==> src/rtl/dbuf_pkg.sv <==
package dbuf_pkg;
    typedef enum logic [1:0] {
        ST_IDLE  = 2'd0,
        ST_WAIT  = 2'd1,
        ST_WRITE = 2'd2
    } chan_state_e;
endpackage

==> src/rtl/dbuf_ptr.sv <==
module dbuf_ptr #(
    parameter int ADDR_W     = 32,
    parameter int CNT_W      = 16,
    parameter int WORD_BYTES = 4
) (
    input  logic              clk,
    input  logic              rst_n,
    input  logic              start,
    input  logic              wdone,
    input  logic [ADDR_W-1:0] base0,
    input  logic [ADDR_W-1:0] base1,
    input  logic [CNT_W-1:0]  count,
    output logic [ADDR_W-1:0] addr,
    output logic              last,
    output logic              partial,
    output logic              sel
);
    localparam logic [ADDR_W-1:0] STEP = ADDR_W'(WORD_BYTES);
    localparam logic [CNT_W-1:0]  ONE  = CNT_W'(1);

    logic [ADDR_W-1:0] addr_q;
    logic [CNT_W-1:0]  left_q;
    logic [CNT_W-1:0]  load_q;
    logic              sel_q;

    always_ff @(posedge clk) begin
        if (!rst_n) begin
            addr_q <= '0;
            left_q <= '0;
            load_q <= '0;
            sel_q  <= 1'b0;
        end else if (start) begin
            addr_q <= base0;
            left_q <= count;
            load_q <= count;
            sel_q  <= 1'b0;
        end else if (wdone) begin
            if (left_q == ONE) begin
                sel_q  <= ~sel_q;
                addr_q <= sel_q ? base0 : base1;
                left_q <= load_q;
            end else begin
                addr_q <= addr_q + STEP;
                left_q <= left_q - ONE;
            end
        end
    end

    assign addr    = addr_q;
    assign last    = (left_q == ONE);
    assign partial = (left_q != load_q);
    assign sel     = sel_q;
endmodule

==> src/rtl/dbuf_flags.sv <==
module dbuf_flags #(
    parameter int MASK_W  = 8,
    parameter int TC_BIT  = 0,
    parameter int OVR_BIT = 1
) (
    input  logic              clk,
    input  logic              rst_n,
    input  logic              set,
    input  logic              clr_valid,
    input  logic [MASK_W-1:0] clr_mask,
    output logic              tc_hit,
    output logic              ovr_hit,
    output logic              tc,
    output logic              ovr
);
    logic tc_q, ovr_q;

    assign tc_hit  = clr_valid && clr_mask[TC_BIT];
    assign ovr_hit = clr_valid && clr_mask[OVR_BIT];

    always_ff @(posedge clk) begin
        if (!rst_n) begin
            tc_q  <= 1'b0;
            ovr_q <= 1'b0;
        end else begin
            if (set)
                tc_q <= 1'b1;
            else if (tc_hit)
                tc_q <= 1'b0;

            if (set && tc_q && !tc_hit)
                ovr_q <= 1'b1;
            else if (ovr_hit)
                ovr_q <= 1'b0;
        end
    end

    assign tc  = tc_q;
    assign ovr = ovr_q;
endmodule

==> src/rtl/dbuf_dma_chan.sv <==
module dbuf_dma_chan
    import dbuf_pkg::*;
#(
    parameter int ADDR_W     = 32,
    parameter int DATA_W     = 32,
    parameter int CNT_W      = 16,
    parameter int WORD_BYTES = 4,
    parameter int MASK_W     = 8,
    parameter int TC_BIT     = 0,
    parameter int OVR_BIT    = 1
) (
    input  logic              clk,
    input  logic              rst_n,
    input  logic              cfg_enable,
    input  logic [ADDR_W-1:0] cfg_base0,
    input  logic [ADDR_W-1:0] cfg_base1,
    input  logic [CNT_W-1:0]  cfg_count,
    input  logic              per_req,
    input  logic [DATA_W-1:0] per_data,
    output logic              per_ack,
    output logic [ADDR_W-1:0] mem_addr,
    output logic [DATA_W-1:0] mem_data,
    output logic              mem_valid,
    input  logic              mem_ready,
    input  logic              clr_valid,
    input  logic [MASK_W-1:0] clr_mask,
    output logic              tc_flag,
    output logic              overrun,
    output logic              buffer
);
    chan_state_e state_q, state_d;

    logic              go_start, go_take, go_done, go_stop;
    logic              buf_last, buf_partial;
    logic              tc_set, clr_tc_hit, clr_ovr_hit;
    logic [DATA_W-1:0] data_q;

    always_ff @(posedge clk) begin
        if (!rst_n) state_q <= ST_IDLE;
        else        state_q <= state_d;
    end

    always_comb begin
        state_d = state_q;
        unique case (state_q)
            ST_IDLE:  if (go_start) state_d = ST_WAIT;
            ST_WAIT:  if (go_stop)  state_d = ST_IDLE;
                      else if (go_take) state_d = ST_WRITE;
            ST_WRITE: if (go_done)  state_d = ST_WAIT;
            default:  state_d = ST_IDLE;
        endcase
    end

    always_comb begin
        go_start  = (state_q == ST_IDLE) && cfg_enable && (cfg_count != '0);
        go_stop   = (state_q == ST_WAIT) && !cfg_enable;
        go_take   = (state_q == ST_WAIT) && cfg_enable && per_req;
        go_done   = (state_q == ST_WRITE) && mem_ready;
        per_ack   = go_take;
        mem_valid = (state_q == ST_WRITE);
        tc_set    = (go_done && buf_last) || (go_stop && buf_partial);
    end

    always_ff @(posedge clk) begin
        if (!rst_n)       data_q <= '0;
        else if (go_take) data_q <= per_data;
    end

    dbuf_ptr #(
        .ADDR_W(ADDR_W), .CNT_W(CNT_W), .WORD_BYTES(WORD_BYTES)
    ) u_ptr (
        .clk(clk), .rst_n(rst_n), .start(go_start), .wdone(go_done),
        .base0(cfg_base0), .base1(cfg_base1), .count(cfg_count),
        .addr(mem_addr), .last(buf_last), .partial(buf_partial), .sel(buffer)
    );

    dbuf_flags #(
        .MASK_W(MASK_W), .TC_BIT(TC_BIT), .OVR_BIT(OVR_BIT)
    ) u_flags (
        .clk(clk), .rst_n(rst_n), .set(tc_set),
        .clr_valid(clr_valid), .clr_mask(clr_mask),
        .tc_hit(clr_tc_hit), .ovr_hit(clr_ovr_hit),
        .tc(tc_flag), .ovr(overrun)
    );

    assign mem_data = data_q;
endmodule

==> config.mk <==
export PLATFORM = sky130hd
export DESIGN_NAME = dbuf_dma_chan
export DESIGN_NICKNAME = d
export VERILOG_FILES = /design/src/rtl/dbuf_pkg.sv /design/src/rtl/dbuf_ptr.sv /design/src/rtl/dbuf_flags.sv /design/src/rtl/dbuf_dma_chan.sv
export SDC_FILE = /design/constraint.sdc
export NUM_CORES = 1
export LEC_CHECK = 0
export BUFFER_PORTS_ARGS = -buffer_cell sky130_fd_sc_hd__buf_2
export CORE_MARGIN = 2
export CORE_UTILIZATION = 39
export CTS_BUF_LIST = sky130_fd_sc_hd__clkbuf_4
export CTS_CLUSTER_SIZE = 16
export DETAILED_ROUTE_END_ITERATION = 12
export PLACE_DENSITY = 0.72
export SYNTH_ARGS = -nofsm -noshare
export SYNTH_HDL_FRONTEND = slang
export SYNTH_HIERARCHICAL = 1
export SYNTH_SLANG_ARGS = --single-unit
==> constraint.sdc <==
create_clock -name clk -period 2.7 [get_ports clk]
set_clock_uncertainty 0.1 [all_clocks]
set_input_delay 0 -clock clk [delete_from_list [all_inputs] [get_ports clk]]
set_output_delay 0 -clock clk [all_outputs]
set_load 0.02 [all_outputs]
==> out/results.tsv <==
stage	metric	value	unit
power	VDD IR max	0.257	mV
timing	Final Cycle Share	0.965	
floorplan	Ports	195	
power	Pwr Total	3.52	mW
worst_setup_path	critical path type	reg -> reg	
cts	H-tree depth	3	
timing	Hold WS	0.0717	ns
timing	Max Clock Freq	384	MHz
drt	met2 wire len	10100	µm
floorplan	total core area	15000	µm²
cts	CTS root buffer	clkbuf_4	
final_layout	commonest non-fill, non-tap cell in the layout	buf_2	
cts	Reg clk slew, reported paths	0.15	ns
worst_setup_path	crit-path cells	inv_1, ha_1, nor4b_4, nand4_1, inv_4, buf_4, nor4_1, a211o_1, a211oi_1, dlygate4sd3_1	
final_layout	share of cells above drive strength 1	0.253	
global_route	global route overflow	0	
drt	WL met3	1830	µm
cts	clock buffer depth	2	
drt	1st-pass router iterations	7	
timing	crit path time final	2.61	ns
drt	DRC	0	
logic_synthesis	Synth Instances	732	
final_layout	Non-Filler Instances	1237	
logic_synthesis	Netlist Area Pre-Place	5920	µm²
drt	Antenna Nets Post-Route	0	
logic_synthesis	Avg Inst Size Synth	8.08	µm²
status	outcome	finished, final reports clean	
timing	RSZ-0062 raised after global routing	yes	
final_layout	area delta synth->final	47.1	%
floorplan	Std-Cell Rows	45	
worst_setup_path	R2R Setup Slk	0.09	ns
floorplan	Die Wd	127	µm
power	Leakage	3.58	nW
place	Port Buffers	188	
cts	CTS buffer count	9	
worst_hold_path	Hold Crit Class	in -> reg	
floorplan	initial core utilization	0.394	
power	clock network fraction of design power	0.244	
timing	setup slack after layout	0.0935	ns
worst_setup_path	CP Launch Type	register	
power	P_int	2.44	mW
final_layout	most frequent cells in the layout	buf_2 (188), dlygate4sd3_1 (140), nand2_1 (102)	
global_route	Tot GR Track Use	0.252	
drt	routed vias/inst	5.63	
worst_setup_path	CP Data Required Time	3.04	ns
final_layout	number of diodes	0	
place	DP HPWL	13200	µm
timing	TNS Setup	0	ns
power	combinational share of power	0.272	
worst_setup_path	CP endpoint kind	register	
global_route	vias in the first global route	6747	
final_layout	Layout Nets	1176	
timing	slew at the pin closest to its max-slew limit	1.15	ns
cts	CTS tree	yes	
drt	Highest Signal Layer	met4	
worst_setup_path	Data arrival, critical path	2.95	ns
cts	clk_lat worst skew	0.48	ns
floorplan	die outline height	127	µm
timing	relative slew slack	0.234	
timing	number of setup violations in the final report	0	
power	Seq pwr share	0.483	
place	dpl cells	1079	
worst_setup_path	CP max stage delay	0.56	ns
power	P per Cell Area	405	nW/µm²
final_layout	fin area	8700	µm²
place	placed cell areas	7060	µm²
global_route	largest net degree at the start of global routing	36	
logic_synthesis	Ys Warns	6	
power	Sw Share	0.307	
floorplan	full die area	16200	µm²
drt	Post-Route WL	21100	µm
power	total net switching power	1.08	mW
global_route	first-pass GRT wire length	33100	µm
cts	Clock Sinks	101	
place	Setup WS pre-CTS	0.384	ns
flow_run	Max Cap Violations	0	
drt	Avg WL per Cell	17.1	µm
logic_synthesis	post-synthesis net count	861	
global_route	initial antenna violation count	0	
timing	Final Hold Fails	0	
drt	Via Count	6961	
worst_setup_path	Crit-path slowest cell	dlygate4sd3_1	
drt	M1 WL	8780	µm
final_layout	Core Util, Final	0.579	
timing	fin. max-slew vios	0	
drt	initial DRC count	646	
worst_setup_path	crit path max fanout	8	
place	RePlAce Congestion	0.887	
==> power by group through the flow <==
stage | Sequential (mW) | Clock, mW | Combinational, mW
finish | 1.70 | 0.861 | 0.959
CTS | 1.69 | 0.888 | 0.917
global route | 1.72 | 0.946 | 1.03
detailed placement | 1.73 | 0 | 0.734
floorplan | 1.75 | 0 | 0.423
global placement | 1.72 | 0 | 0.730
==> layer usage <==
layer	track usage	vias up
met5	0	-
met4	0.0795	0
met3	0.0607	40
met2	0.439	379
met1	0.307	3229
li1	-	3313
==> worst max-delay path: cells and delay by family, from the launching register on <==
kind | cells | cell delay (ns)
buffers and inverters | 4 | 0.95
adder cells (fa/ha/maj) | 1 | 0.16
AO/OA/AOI/OAI | 2 | 0.47
AND/OR/NAND/NOR | 3 | 0.54
flip-flops | 1 | 0.37
==> sequential cells by signal, indices dropped and copies added, names as in the netlist <==
register      count
mem_data         32
u_ptr/addr       32
u_ptr/left_q     16
u_ptr/load_q     16
state_q           2
u_flags/ovr       1
u_flags/tc        1
u_ptr/sel         1
==> area by class of cell <==
class / instances / area (µm²)
multi-input combinational: 562 / 3620
tap: 188 / 235
sequential: 101 / 2030
clock buffer: 10 / 75.1
timing repair buffer: 361 / 2630
fill: 1289 / 6330
clock inverter: 3 / 63.8
inverter: 12 / 52.6
==> repair_timing <==
item	CTS	global route
endpoints found under the setup margin	0	14
hold endpoints to repair	101	0
hold buffers	140	0
setup buffers	0	5
gates resized for setup	0	16
==> path summary, 6_finish.rpt <==
path,start,endpoint,cells past startpoint
worst max-delay path,u_ptr/left_q[1]$_SDFFE_PN0P_,u_ptr/addr[12]$_SDFFE_PN0P_,10
worst min-delay path,cfg_enable,u_flags/ovr$_SDFFE_PN0P_,5
worst max register to register,u_ptr/left_q[1]$_SDFFE_PN0P_,u_ptr/addr[12]$_SDFFE_PN0P_,10
worst min register to register,mem_data[14]$_SDFFE_PN0P_,mem_data[14]$_SDFFE_PN0P_,2
Power figures use the tool's default switching activity.
